<file path="config.mk">
export PLATFORM = sky130hd
export DESIGN_NAME = ordered_charge_dist
export DESIGN_NICKNAME = d
export VERILOG_FILES = /design/src/rtl/ocd_pkg.sv /design/src/rtl/ocd_slot_pick.sv /design/src/rtl/ocd_seq.sv /design/src/rtl/ocd_drive.sv /design/src/rtl/ordered_charge_dist.sv
export SDC_FILE = /design/constraint.sdc
export NUM_CORES = 1
export LEC_CHECK = 0
export CAP_MARGIN = 20
export CORE_AREA = 4 4 41 43
export CTS_CLUSTER_SIZE = 8
export DETAILED_ROUTE_END_ITERATION = 8
export DIE_AREA = 0 0 45 47
export MAX_ROUTING_LAYER = met4
export PLACE_DENSITY = 0.61
export SLEW_MARGIN = 30
export SYNTH_ARGS = -nofsm -noshare
export SYNTH_HDL_FRONTEND = slang
export SYNTH_SLANG_ARGS = --single-unit
</file>
<file path="constraint.sdc">
create_clock -name clk -period 3 [get_ports clk]
set_clock_uncertainty 0.15 [all_clocks]
set_input_delay 0.6 -clock clk [delete_from_list [all_inputs] [get_ports clk]]
set_output_delay 0.6 -clock clk [all_outputs]
set_load 0.02 [all_outputs]
</file>
<file path="src/rtl/ocd_pkg.sv">
package ocd_pkg;

  typedef enum logic [1:0] {
    ST_IDLE   = 2'd0,
    ST_CHARGE = 2'd1,
    ST_GAP    = 2'd2,
    ST_SERVE  = 2'd3
  } ocd_state_e;

endpackage

</file>
<file path="src/rtl/ocd_slot_pick.sv">
// Finds the first output at or after start_idx that still needs charge.
// The lowest-priority output is always eligible.
module ocd_slot_pick #(
  parameter int NUM_OUT = 4,
  parameter int IDX_W   = (NUM_OUT > 1) ? $clog2(NUM_OUT) : 1
) (
  input  logic [IDX_W-1:0]   start_idx,
  input  logic [NUM_OUT-2:0] at_target,
  output logic [IDX_W-1:0]   pick_idx
);

  localparam int LAST = NUM_OUT - 1;

  logic [NUM_OUT-1:0] eligible;

  genvar g;
  generate
    for (g = 0; g < NUM_OUT; g++) begin : g_elig
      if (g == LAST) begin : g_last
        assign eligible[g] = (IDX_W'(g) >= start_idx);
      end else begin : g_gated
        assign eligible[g] = (IDX_W'(g) >= start_idx) && !at_target[g];
      end
    end
  endgenerate

  always_comb begin
    pick_idx = IDX_W'(LAST);
    for (int k = LAST; k >= 0; k--) begin
      if (eligible[k]) pick_idx = IDX_W'(k);
    end
  end

endmodule

</file>
<file path="src/rtl/ocd_seq.sv">
// Period sequencer: idle -> charge -> (gap -> serve)* -> idle.
module ocd_seq
  import ocd_pkg::*;
#(
  parameter int NUM_OUT = 4,
  parameter int IDX_W   = (NUM_OUT > 1) ? $clog2(NUM_OUT) : 1
) (
  input  logic               clk,
  input  logic               rst,
  input  logic               period_tick,
  input  logic               peak_hit,
  input  logic               ind_zero,
  input  logic [NUM_OUT-2:0] at_target,
  input  logic [IDX_W-1:0]   pick_idx,
  output ocd_state_e         st_q,
  output ocd_state_e         st_d,
  output logic [IDX_W-1:0]   idx_q,
  output logic [IDX_W-1:0]   idx_d
);

  localparam int PAD_W = 1 << IDX_W;
  localparam logic [IDX_W-1:0] LAST_IDX = IDX_W'(NUM_OUT - 1);

  logic [PAD_W-1:0] ok_pad;
  logic             cur_done;

  assign ok_pad   = PAD_W'(at_target);
  assign cur_done = (idx_q != LAST_IDX) && ok_pad[idx_q];

  always_comb begin
    st_d  = st_q;
    idx_d = idx_q;
    unique case (st_q)
      ST_IDLE: begin
        if (period_tick) st_d = ST_CHARGE;
      end
      ST_CHARGE: begin
        if (period_tick) begin
          st_d = ST_IDLE;
        end else if (peak_hit) begin
          st_d  = ST_GAP;
          idx_d = '0;
        end
      end
      ST_GAP: begin
        if (period_tick || ind_zero) begin
          st_d = ST_IDLE;
        end else begin
          st_d  = ST_SERVE;
          idx_d = pick_idx;
        end
      end
      ST_SERVE: begin
        if (period_tick || ind_zero) begin
          st_d = ST_IDLE;
        end else if (cur_done) begin
          st_d  = ST_GAP;
          idx_d = idx_q + 1'b1;
        end
      end
      default: st_d = ST_IDLE;
    endcase
  end

  always_ff @(posedge clk) begin
    if (rst) begin
      st_q  <= ST_IDLE;
      idx_q <= '0;
    end else begin
      st_q  <= st_d;
      idx_q <= idx_d;
    end
  end


  tick_starts_charge_chk: assert property (@(posedge clk) disable iff (rst)
    (st_q == ST_IDLE && period_tick) |=> (st_q == ST_CHARGE));


  tick_timeout_chk: assert property (@(posedge clk) disable iff (rst)
    (st_q != ST_IDLE && period_tick) |=> (st_q == ST_IDLE));


  zero_ends_dist_chk: assert property (@(posedge clk) disable iff (rst)
    ((st_q == ST_GAP || st_q == ST_SERVE) && ind_zero) |=> (st_q == ST_IDLE));


  slot_hold_chk: assert property (@(posedge clk) disable iff (rst)
    (st_q == ST_SERVE && !period_tick && !ind_zero && !cur_done)
      |=> (st_q == ST_SERVE && $stable(idx_q)));


  order_forward_chk: assert property (@(posedge clk) disable iff (rst)
    (st_q == ST_GAP && !period_tick && !ind_zero)
      |=> (st_q == ST_SERVE && idx_q >= $past(idx_q)));


  last_slot_hold_chk: assert property (@(posedge clk) disable iff (rst)
    (st_q == ST_SERVE && idx_q == LAST_IDX && !period_tick && !ind_zero)
      |=> (st_q == ST_SERVE && idx_q == LAST_IDX));

endmodule

</file>
<file path="src/rtl/ocd_drive.sv">
// Registered switch enables, decoded from the next state.
module ocd_drive
  import ocd_pkg::*;
#(
  parameter int NUM_OUT = 4,
  parameter int IDX_W   = (NUM_OUT > 1) ? $clog2(NUM_OUT) : 1
) (
  input  logic               clk,
  input  logic               rst,
  input  ocd_state_e         st_d,
  input  logic [IDX_W-1:0]   idx_d,
  output logic               charge_en_q,
  output logic [NUM_OUT-1:0] sel_q
);

  logic [NUM_OUT-1:0] sel_d;

  genvar g;
  generate
    for (g = 0; g < NUM_OUT; g++) begin : g_dec
      assign sel_d[g] = (st_d == ST_SERVE) && (idx_d == IDX_W'(g));
    end
  endgenerate

  always_ff @(posedge clk) begin
    if (rst) begin
      charge_en_q <= 1'b0;
      sel_q       <= '0;
    end else begin
      charge_en_q <= (st_d == ST_CHARGE);
      sel_q       <= sel_d;
    end
  end


  no_overlap_chk: assert property (@(posedge clk) disable iff (rst)
    !(charge_en_q && (|sel_q)));


  sel_onehot_chk: assert property (@(posedge clk) disable iff (rst)
    $onehot0(sel_q));


  sel_bbm_chk: assert property (@(posedge clk) disable iff (rst)
    (|sel_q) |=> ((sel_q == $past(sel_q)) || (sel_q == '0)));


  sel_to_charge_chk: assert property (@(posedge clk) disable iff (rst)
    (|sel_q) |=> !charge_en_q);


  charge_to_sel_chk: assert property (@(posedge clk) disable iff (rst)
    charge_en_q |=> (sel_q == '0));

endmodule

</file>
<file path="src/rtl/ordered_charge_dist.sv">
module ordered_charge_dist
  import ocd_pkg::*;
#(
  parameter int NUM_OUT = 4
) (
  input  logic               clk,
  input  logic               rst,
  input  logic               period_tick,
  input  logic               peak_hit,
  input  logic               ind_zero,
  input  logic [NUM_OUT-2:0] at_target,
  output logic               charge_en,
  output logic [NUM_OUT-1:0] out_sel
);

  localparam int IDX_W = (NUM_OUT > 1) ? $clog2(NUM_OUT) : 1;

  ocd_state_e       st_q;
  ocd_state_e       st_d;
  logic [IDX_W-1:0] idx_q;
  logic [IDX_W-1:0] idx_d;
  logic [IDX_W-1:0] pick_idx;

  ocd_slot_pick #(.NUM_OUT(NUM_OUT), .IDX_W(IDX_W)) u_pick (
    .start_idx (idx_q),
    .at_target (at_target),
    .pick_idx  (pick_idx)
  );

  ocd_seq #(.NUM_OUT(NUM_OUT), .IDX_W(IDX_W)) u_seq (
    .clk         (clk),
    .rst         (rst),
    .period_tick (period_tick),
    .peak_hit    (peak_hit),
    .ind_zero    (ind_zero),
    .at_target   (at_target),
    .pick_idx    (pick_idx),
    .st_q        (st_q),
    .st_d        (st_d),
    .idx_q       (idx_q),
    .idx_d       (idx_d)
  );

  ocd_drive #(.NUM_OUT(NUM_OUT), .IDX_W(IDX_W)) u_drive (
    .clk         (clk),
    .rst         (rst),
    .st_d        (st_d),
    .idx_d       (idx_d),
    .charge_en_q (charge_en),
    .sel_q       (out_sel)
  );


  reset_quiet_chk: assert property (@(posedge clk)
    $past(rst) |-> (!charge_en && out_sel == '0));

endmodule

</file>
==> impl_summary.txt, run 1 <==
----------------------------------------------------
[Status]
  Outcome ... completed

[Clock tree]
  Cell chosen for the clock root ... clkbuf_4
  Number of levels in the clock H-tree ... 1
  Gates resized, CTS repair ... 0
  Clock input transition at the sequential cells of the worst setup and hold paths ... 0.06 ns
  CTS buffer count ... 3
  Clock latency reported for the late side of the worst-skew pair ... 0.26 ns
  Total number of clock tree sinks ... 9
  Max Buffers Root-to-Sink ... 2
  # Post-CTS Setup Buffers ... 0
  Clock tree from TritonCTS ... built
  Post-CTS Hold Buffers ... 0

[Die]
  I/O pin count ... 13
  Chip Height ... 47 um
  Rows ... 13
  Die Footprint ... 2120 um2
  Area of the core region ... 1300 um2
  Starting density of the core ... 39.5%
  Horiz. Die Dim ... 45 um

[Min path]
  Type of the most critical hold path ... register to register
  Worst hold path cell count ... 2
  Launch point of the worst hold path ... u_seq.st_q[1]
  Worst Hold Endpoint ... u_seq.st_q[0]

[Logic synthesis]
  Post-synthesis compound-gate area fraction ... 19.5%
  Xor/xnor share of the synthesized area ... 0%
  Most frequent cells after synthesis ... dfxtp_1, a21oi_1, nand2_1, inv_1, ha_1
  Multiplexer fraction of the synthesized cell area ... 0%
  Netlist area before placement ... 514 um2
  Synthesized flop and latch total ... 9
  Number of library cell types mapped by synthesis ... 27
  Largest area contributor in the synthesized netlist ... dfxtp_1
  Dominant register cell in the synthesized netlist ... dfxtp_1
  Syn. warnings ... 0
  Share of the yosys chip area belonging to registers ... 35.0%
  Post-synthesis share of cell area spent on full adders, half adders and majority gates ... 7.30%
  Ys async rst share ... 0%
  Most repeated cell in the gate-level netlist after synthesis ... dfxtp_1
  Number of enable-type register cells in the synthesized netlist ... 0
  Synthesized-area fraction occupied by and/or/nand/nor cells ... 35.3%
  Largest family of logic cells by synthesized area ... simple AND/OR/NAND/NOR gates
  Syn Nets ... 66
  Cells taking the most area after synthesis ... dfxtp_1, ha_1, a21oi_1, nor3b_2, nor3_2
  Area share of the leading cell type in the synthesized netlist ... 35.0%
  Number of instances in the synthesized netlist ... 55
  Mean cell area of the mapped netlist ... 9.35 um2

[Power]
  Pwr Density ... 366 nW/um2
  Total power draw ... 0.249 mW
  Internal cell power ... 0.191 mW
  Peak ir drop on the vdd network ... 0.267 mV
  Net Switching ... 0.0581 mW
  Static leakage ... 0.239 nW
  Portion of total power attributed to combinational logic ... 13.1%
  Fraction of power spent switching nets ... 23.4%
  Clock group share of total power ... 36.3%
  Sequential power share ... 50.6%

[Setup path]
  Critical path peak fanout ... 6
  Worst reg-to-reg setup slack ... 1.03 ns
  Critical path class ... input pin to register
  Crit path required time ... 3.00 ns
  Worst setup path start ... period_tick
  Number of cells traversed by the worst register-to-register path ... 7
  Startpoint class of the critical path ... input pin
  Setup crit end kind ... register
  Reg-to-reg endpoint ... u_drive.sel_q[1]
  Data arrival time of the worst path ... 2.21 ns
  Critical R2R Launch ... u_seq.idx_q[1]

[Global routing]
  Aggregate global routing overflow ... 0
  Number of global-route vias before repair ... 413
  First-pass GRT wire length ... 1640 um
  GRT Resource Usage Total ... 11.4%
  Maximum number of pins on one net before global-route repair ... 8
  Antenna violations before repair ... 0

[STA]
  Total setup violations reported at the end of the flow ... 0
  Fmax achieved ... 453 MHz
  Final worst-path setup slack ... 0.791 ns
  Number of max-slew violations in the final report ... 0
  RSZ-0062 raised after global routing ... no
  Accumulated negative setup slack ... 0 ns
  Slew HR ... 65.0%
  Final worst path period share ... 73.6%
  Worst Max-Slew Pin Slew ... 0.518 ns
  Minimum clock period ... 2.21 ns
  Hold violation count in the final report ... 0

[Layout]
  Count of nets after finishing ... 83
  Final std cell area, no fill ... 679 um2
  Filler cell count in the final layout ... 132
  ANT cells ... 0
  Final core utilization ... 52.2%
  Fraction of layout instances using a drive strength above 1 ... 18.3%
  Post-synthesis to final-layout area growth ... 32.1%

[Drt]
  Routed wirelength normalized by instance count ... 11.7 um
  Number of vias in the routed layout ... 447
  Vias per std cell ... 5.20
  Drt first-iter violations ... 9
  Total routed wirelength ... 1000 um
  DRC violation count after routing ... 0
  Final antenna-violating net count ... 0
  Iteration count of the initial detailed-routing pass ... 4

[Placed design]
  Placement Cell Area ... 653 um2
  Place WS ... 0.526 ns
  Detailed Place HPWL ... 821 um
  Number of input and output port buffers inserted ... 12
  Final RePlAce weighted congestion ... 0.732

[Run]
  Number of max-capacitance violations reported ... 0

----------------------------------------------------
==> flip-flops by register name, indices dropped and copies added, names as in the netlist <==
name	flops
u_drive.sel_q	4
u_seq.idx_q	2
u_seq.st_q	2
u_drive.charge_en_q	1
==> per-stage QoR <==
step | cells | hold WS, ns
after floorplan | 55 | 0.428
after global placement | 82 | 0.503
after detailed placement | 82 | 0.504
after CTS | 86 | 0.508
after global routing | 86 | 0.552
final | 86 | 0.498
==> logic make-up after synthesis <==
group,Yosys count
AND/OR/NAND/NOR,25
AO/OA/AOI/OAI,14
buffers and inverters,4
adder cells (fa/ha/maj),3
flip-flops,9
==> per-layer routing <==
| metal | GRT usage [%] | routed length (um) |
|---|---|---|
| met1 | 12.9 | 437 |
| met2 | 17.2 | 472 |
| met3 | 7.28 | 92 |
| met4 | 1.75 | 0 |
| met5 | - | 0 |
==> cells in the final DEF (no fill, tap or decap), types with 2 or more instances in the layout <==
| master | instances |
|---|---|
| nor3b_2 | 2 |
| nand3b_1 | 2 |
| dfxtp_1 | 9 |
| nor3_2 | 2 |
| nand2_1 | 5 |
| inv_1 | 4 |
| clkdlybuf4s50_1 | 12 |
| nor3_1 | 2 |
| clkbuf_4 | 3 |
| ha_1 | 3 |
| a21oi_1 | 5 |
| or3b_1 | 2 |
| nor2b_1 | 2 |
| nand2b_1 | 2 |
==> area by class of cell <==
cell class	count	area, um2	share of cell area [%]
Multi-Input combinational cell	42	319	47.0
Sequential cell	9	180	26.5
Timing Repair Buffer	12	120	17.7
Clock buffer	4	26.3	3.87
Tap cell	15	18.8	2.76
Inverter	4	15.0	2.21
==> how the worst max path moves through the flow <==
stage                       endpoint  slack, ns  depth (start not counted)
global placement    u_drive.sel_q[3]       0.57                          6
global route        u_drive.sel_q[3]       0.74                          6
CTS                 u_drive.sel_q[3]       0.80                          6
finish              u_drive.sel_q[3]       0.79                          6
detailed placement  u_drive.sel_q[3]       0.53                          6
floorplan           u_drive.sel_q[3]       1.11                          5
==> critical path, cell delays in order <==
cell	delay (ns)
clkdlybuf4s50_1	0.49
or3b_1	0.42
nor3_2	0.19
a211o_2	0.16
o221ai_2	0.13
and3b_1	0.21
==> power groups by stage <==
stage               Sequential, mW  Combinational, mW  Clock [mW]
detailed placement           0.128             0.0327           0
global placement             0.128             0.0326           0
floorplan                    0.129             0.0135           0
CTS                          0.126             0.0328      0.0940
finish                       0.126             0.0325      0.0905
global route                 0.126             0.0356      0.0995
(Power assumes the default switching activity.)
==> run 2, diff against run 1 <==
--- a/config.mk
+++ b/config.mk
@@ -11,7 +11,7 @@
 export DETAILED_ROUTE_END_ITERATION = 8
 export DIE_AREA = 0 0 45 47
 export MAX_ROUTING_LAYER = met4
-export PLACE_DENSITY = 0.61
+export PLACE_DENSITY = 0.64
 export SLEW_MARGIN = 30
 export SYNTH_ARGS = -nofsm -noshare
 export SYNTH_HDL_FRONTEND = slang
==> constraint.sdc (replaced) <==
create_clock -name clk -period 2 [get_ports clk]
set_clock_uncertainty 0.15 [all_clocks]
set_input_delay 0.4 -clock clk [delete_from_list [all_inputs] [get_ports clk]]
set_output_delay 0.4 -clock clk [all_outputs]
set_load 0.02 [all_outputs]
==> impl_summary.txt, run 2 (synthesized netlist as in run 1, its figures left out) <==
----------------------------------------------------
[Status]
  Outcome ... completed (unchanged)

[STA]
  Final Hold Slack ... 0.511 ns (was 0.498 ns)
  Total setup violations reported at the end of the flow ... 0 (unchanged)
  Minimum clock period ... 1.93 ns
  Number of max-slew violations in the final report ... 0 (unchanged)
  Accumulated negative setup slack ... 0 ns (unchanged)
  Slew HR ... 74.8% (was 65.0%)
  Fmax achieved ... 518 MHz
  Worst Max-Slew Pin Slew ... 0.372 ns (was 0.518 ns)
  Final worst path period share ... 96.6%
  Hold violation count in the final report ... 0 (unchanged)
  RSZ-0062 raised after global routing ... no (unchanged)

[Layout]
  Post-synthesis to final-layout area growth ... 39.2% (was 32.1%)
  Final std cell area, no fill ... 716 um2 (was 679 um2)
  Most frequent standard cell in the layout excluding fill and tap cells ... clkdlybuf4s50_1 (unchanged)
  Top register by number of flip-flops ... u_drive.sel_q (unchanged)
  Regs by FF count ... u_drive.sel_q x4, u_seq.idx_q x2, u_seq.st_q x2 (unchanged)
  Flip-flop count of the largest register, all copies and words added ... 4 (unchanged)
  Count of nets after finishing ... 87 (was 83)
  Top library cells by usage in the layout, fill and taps aside ... clkdlybuf4s50_1, dfxtp_1, nand2_1 (was clkdlybuf4s50_1, dfxtp_1, nand2_1, a21oi_1, inv_1)
  Fraction of layout instances using a drive strength above 1 ... 25.3% (was 18.3%)
  ANT cells ... 0 (unchanged)

[Setup path]
  Setup crit end kind ... register (unchanged)
  Data arrival time of the worst path ... 1.93 ns (was 2.21 ns)
  Critical path peak fanout ... 5 (was 6)
  Critical path class ... input pin to register (unchanged)
  Cells along the critical path ... clkdlybuf4s50_1, or3b_4, nor3_2, a211o_2, o221ai_2, and3b_1 (was clkdlybuf4s50_1, or3b_1, nor3_2, a211o_2, o221ai_2, and3b_1)
  Slowest library cell on the worst path ... clkdlybuf4s50_1 (unchanged)
  CP bufs+invs ... 1 (unchanged)
  Startpoint class of the critical path ... input pin (unchanged)
  Highest cell delay on the worst timing path ... 0.46 ns (was 0.49 ns)
  Crit path required time ... 2.00 ns (was 3.00 ns)
  CP delay by family, top ... simple AND/OR/NAND/NOR gates (unchanged)

[Run]
  Number of max-capacitance violations reported ... 0 (unchanged)

[Die]
  Die Footprint ... 2120 um2 (unchanged)
  I/O pin count ... 13 (unchanged)
  Chip Height ... 47 um (unchanged)
  Area of the core region ... 1300 um2 (unchanged)
  Horiz. Die Dim ... 45 um (unchanged)
  Rows ... 13 (unchanged)
  Starting density of the core ... 39.5% (unchanged)

[Power]
  Static leakage ... 0.263 nW (was 0.239 nW)
  Pwr Density ... 525 nW/um2 (was 366 nW/um2)
  Total power draw ... 0.376 mW (was 0.249 mW)
  Peak ir drop on the vdd network ... 0.376 mV (was 0.267 mV)

[Placed design]
  Detailed Place HPWL ... 847 um (was 821 um)
  Final RePlAce weighted congestion ... 0.779 (was 0.732)
  Placement Cell Area ... 683 um2 (was 653 um2)
  Number of input and output port buffers inserted ... 12 (unchanged)

[Global routing]
  Maximum number of pins on one net before global-route repair ... 8 (unchanged)
  Number of global-route vias before repair ... 430 (was 413)
  Antenna violations before repair ... 0 (unchanged)
  GRT Resource Usage Total ... 11.5% (was 11.4%)
  Aggregate global routing overflow ... 0 (unchanged)
  First-pass GRT wire length ... 1640 um (about the same)

[Clock tree]
  CTS buffer count ... 3 (unchanged)
  Number of levels in the clock H-tree ... 1 (unchanged)
  Clock input transition at the sequential cells of the worst setup and hold paths ... 0.06 ns (about the same)
  Cell chosen for the clock root ... clkbuf_4 (unchanged)
  Total number of clock tree sinks ... 9 (unchanged)
  Max Buffers Root-to-Sink ... 2 (unchanged)
  Clock tree from TritonCTS ... built (unchanged)
  Post-CTS Hold Buffers ... 0 (unchanged)
  Clock latency reported for the late side of the worst-skew pair ... 0.25 ns (was 0.26 ns)

[Min path]
  Type of the most critical hold path ... register to register (unchanged)

[Drt]
  Iteration count of the initial detailed-routing pass ... 4 (unchanged)
  Number of vias in the routed layout ... 475 (was 447)
  DRC violation count after routing ... 0 (unchanged)
  Drt first-iter violations ... 8 (was 9)
  Total routed wirelength ... 1010 um (was 1000 um)
  Routed wirelength normalized by instance count ... 11.2 um (was 11.7 um)
  Vias per std cell ... 5.28 (was 5.20)
  Final antenna-violating net count ... 0 (unchanged)

----------------------------------------------------
## run 2: worst register-to-register path, delay by kind of cell, from the launching register on
| kind | cells | cell delay, ns |
|---|---|---|
| and+or+nand+nor | 5 | 0.94 |
| DFF | 1 | 0.47 |
| adders and majority gates | 1 | 0.24 |
## run 2: metrics by stage
stage	cells	util, %	setup WS [ns]
finish	90	55.0	0.0680
global route	90	55.0	0.000717
CTS	90	54.5	0.0156
detailed placement	86	52.5	-0.256
global placement	86	52.5	-0.207
floorplan	55	-	0.228
## run 2: report_power, final
group / internal (mW) / switching, mW
Combinational: 0.0296 / 0.0244
Clock: 0.0764 / 0.0564
Sequential: 0.184 / 0.00452
## run 2: final cells by class
class / instances / area [um2]
Sequential cell: 9 / 180
Inverter: 4 / 15.0
Timing Repair Buffer: 16 / 150
Fill cell: 137 / 586
Clock buffer: 4 / 26.3
Multi-Input combinational cell: 42 / 325
Tap cell: 15 / 18.8
## run 2: what timing repair did
action	4_1_cts	5_1_grt
endpoints found under the setup margin	0	5
gates resized for setup	0	3
setup buffers	0	0
## run 2: final timing paths
kind | from | endpoint | cells past startpoint | slack, ns
setup reg to reg | u_seq.idx_q[0] | u_drive.sel_q[1] | 6 | 0.14
setup / recovery | ind_zero | u_drive.sel_q[3] | 6 | 0.07
hold reg to reg | u_seq.st_q[1] | u_seq.st_q[0] | 2 | 0.51
hold / removal | u_seq.st_q[1] | u_seq.st_q[0] | 2 | 0.51
## run 2: routing by layer
layer  track usage, %  part of all wire (%)
met2             19.5                    52
met3             6.90                   7.3
met1             11.5                    40
met5                -                     0
met4             1.75                     0
==> run 3, diff against run 2 <==
--- a/config.mk
+++ b/config.mk
@@ -6,10 +6,10 @@
 export NUM_CORES = 1
 export LEC_CHECK = 0
 export CAP_MARGIN = 20
-export CORE_AREA = 4 4 41 43
+export CORE_AREA = 2 2 39 41
 export CTS_CLUSTER_SIZE = 8
 export DETAILED_ROUTE_END_ITERATION = 8
-export DIE_AREA = 0 0 45 47
+export DIE_AREA = 0 0 41 43
 export MAX_ROUTING_LAYER = met4
 export PLACE_DENSITY = 0.64
 export SLEW_MARGIN = 30
==> impl_summary.txt, run 3 (synthesized netlist as in run 1, its figures left out) <==
----------------------------------------------------
[Placed design]
  Inst Count DP ... 94 (was 86)
  Number of input and output port buffers inserted ... 12 (unchanged)
  Final RePlAce weighted congestion ... 0.730 (was 0.779)
  Detailed Place HPWL ... 867 um (was 847 um)
  Placement Cell Area ... 737 um2 (was 683 um2)
  Place WS ... -0.207 ns (was -0.256 ns)

[Drt]
  Vias per std cell ... 4.94 (was 5.28)
  DRC violation count after routing ... 0 (unchanged)
  Final antenna-violating net count ... 0 (unchanged)
  Routed wirelength normalized by instance count ... 11.7 um (was 11.2 um)
  Number of vias in the routed layout ... 484 (was 475)
  Drt first-iter violations ... 6 (was 8)
  Total routed wirelength ... 1150 um (was 1010 um)
  Iteration count of the initial detailed-routing pass ... 3 (was 4)

[STA]
  Total setup violations reported at the end of the flow ... 0 (unchanged)
  Final Hold Slack ... 0.512 ns (was 0.511 ns)
  Accumulated negative setup slack ... 0 ns (unchanged)
  Slew HR ... 70.3% (was 74.8%)
  Number of max-slew violations in the final report ... 0 (unchanged)
  Hold violation count in the final report ... 0 (unchanged)
  Worst Max-Slew Pin Slew ... 0.438 ns (was 0.372 ns)
  Minimum clock period ... 1.92 ns (was 1.93 ns)
  Final worst-path setup slack ... 0.0759 ns (was 0.0680 ns)
  Final worst path period share ... 96.2% (was 96.6%)
  Fmax achieved ... 520 MHz (was 518 MHz)
  RSZ-0062 raised after global routing ... no (unchanged)

[Setup path]
  Critical R2R Launch ... u_seq.idx_q[1] (was u_seq.idx_q[0])
  Setup crit end kind ... register (unchanged)
  Critical path peak fanout ... 5 (unchanged)
  Reg-to-reg endpoint ... u_seq.idx_q[0] (was u_drive.sel_q[1])
  Critical path class ... input pin to register (unchanged)
  Data arrival time of the worst path ... 1.93 ns (about the same)
  Worst reg-to-reg setup slack ... 0.15 ns (was 0.14 ns)
  Number of cells traversed by the worst register-to-register path ... 6 (unchanged)
  Startpoint class of the critical path ... input pin (unchanged)
  Crit path required time ... 2.01 ns (was 2.00 ns)

[Layout]
  Final std cell area, no fill ... 790 um2 (was 716 um2)
  Final core utilization ... 57.1% (was 55.0%)
  Filler cell count in the final layout ... 137 (unchanged)
  Multi-input gate area in the final layout ... 345 um2 (was 325 um2)
  Most frequent standard cell in the layout excluding fill and tap cells ... clkdlybuf4s50_1 (unchanged)
  Flip-flop count of the largest register, all copies and words added ... 4 (unchanged)
  Fraction of layout instances using a drive strength above 1 ... 30.5% (was 25.3%)
  Count of nets after finishing ... 94 (was 87)
  ANT cells ... 0 (unchanged)
  Sequential cell area in the final layout ... 180 um2 (unchanged)
  Top library cells by usage in the layout, fill and taps aside ... clkdlybuf4s50_1, buf_4, dfxtp_1 (was clkdlybuf4s50_1, dfxtp_1, nand2_1)
  Top register by number of flip-flops ... u_drive.sel_q (unchanged)
  Number of non-filler instances in the completed layout ... 98 (was 90)
  Post-synthesis to final-layout area growth ... 53.5% (was 39.2%)
  Regs by FF count ... u_drive.sel_q x4, u_seq.idx_q x2, u_seq.st_q x2 (unchanged)

[Global routing]
  Antenna violations before repair ... 0 (unchanged)
  Number of global-route vias before repair ... 459 (was 430)
  GRT Resource Usage Total ... 15.9% (was 11.5%)
  Aggregate global routing overflow ... 0 (unchanged)
  First-pass GRT wire length ... 1870 um (was 1640 um)
  Maximum number of pins on one net before global-route repair ... 8 (unchanged)

[Min path]
  Worst hold path cell count ... 2 (unchanged)
  Type of the most critical hold path ... register to register (unchanged)
  Launch point of the worst hold path ... u_seq.st_q[1] (unchanged)
  Worst Hold Endpoint ... u_seq.st_q[0] (unchanged)

[Power]
  Static leakage ... 0.299 nW (was 0.263 nW)
  Fraction of power spent switching nets ... 24.3% (was 22.7%)
  Clock group share of total power ... 35.5% (was 35.4%)
  Pwr Density ... 494 nW/um2 (was 525 nW/um2)
  Internal cell power ... 0.295 mW (was 0.290 mW)
  Peak ir drop on the vdd network ... 0.362 mV (was 0.376 mV)
  Portion of total power attributed to combinational logic ... 16.1% (was 14.4%)
  Sequential power share ... 48.4% (was 50.2%)
  Total power draw ... 0.390 mW (was 0.376 mW)
  Net Switching ... 0.0948 mW (was 0.0854 mW)

[Die]
  Starting density of the core ... 37.2% (was 39.5%)
  Area of the core region ... 1380 um2 (was 1300 um2)
  Rows ... 14 (was 13)
  Horiz. Die Dim ... 41 um (was 45 um)
  I/O pin count ... 13 (unchanged)
  Die Footprint ... 1760 um2 (was 2120 um2)
  Chip Height ... 43 um (was 47 um)

[Clock tree]
  Clock input transition at the sequential cells of the worst setup and hold paths ... 0.06 ns (about the same)
  Clock latency reported for the late side of the worst-skew pair ... 0.26 ns (was 0.25 ns)
  Max Buffers Root-to-Sink ... 2 (unchanged)
  Post-CTS Hold Buffers ... 0 (unchanged)
  CTS buffer count ... 3 (unchanged)
  Number of levels in the clock H-tree ... 1 (unchanged)
  Cell chosen for the clock root ... clkbuf_4 (unchanged)
  Total number of clock tree sinks ... 9 (unchanged)
  Clock tree from TritonCTS ... built (unchanged)

[Run]
  Number of max-capacitance violations reported ... 0 (unchanged)

[Status]
  Outcome ... completed (unchanged)

----------------------------------------------------
## run 3: critical path, stage by stage
cell             delay (ns)
clkdlybuf4s50_1        0.44
or3b_4                 0.43
nor3_4                 0.18
a211o_2                0.17
o221ai_4               0.12
and3b_1                0.20
## run 3: timing repair
action                                 4_1_cts  5_1_grt
setup endpoints to repair                    1        3
endpoints found under the hold margin        0        0
setup buffers                                0        0
gates resized for setup                      1        4
## run 3: area by class of cell
| cell class | count | share of cell area (%) |
|---|---|---|
| tap | 16 | 2.54 |
| multi-input combinational | 42 | 43.7 |
| timing repair buffer | 23 | 25.7 |
| clock buffer | 4 | 3.33 |
| sequential | 9 | 22.8 |
| inverter | 4 | 1.90 |
## run 3: metal layers
| metal | GRT usage (%) | routed length [um] | vias to the layer above |
|---|---|---|---|
| li1 | - | - | 256 |
| met5 | - | 0 | - |
| met3 | 3.14 | 33 | 4 |
| met1 | 20.8 | 538 | 217 |
| met4 | 8.00 | 21 | 0 |
| met2 | 22.5 | 557 | 7 |
## run 3: how the worst max path moves through the flow
stage / from / endpoint / slack, ns / cells after the start
after CTS: ind_zero / u_drive.sel_q[3] / 0.06 / 6
after detailed placement: ind_zero / u_drive.sel_q[3] / -0.21 / 6
final: ind_zero / u_drive.sel_q[3] / 0.08 / 6
after floorplan: u_seq.idx_q[1] / u_drive.sel_q[1] / 0.23 / 7
after global placement: ind_zero / u_drive.sel_q[3] / -0.18 / 6
after global routing: ind_zero / u_drive.charge_en_q / 0.003 / 6
## run 3: power groups by stage
stage               sequential, mW  combinational (mW)  clock, mW
floorplan                    0.194              0.0203          0
global placement             0.193              0.0587          0
detailed placement           0.193              0.0587          0
CTS                          0.189              0.0595      0.144
global route                 0.189              0.0692      0.150
finish                       0.189              0.0627      0.138
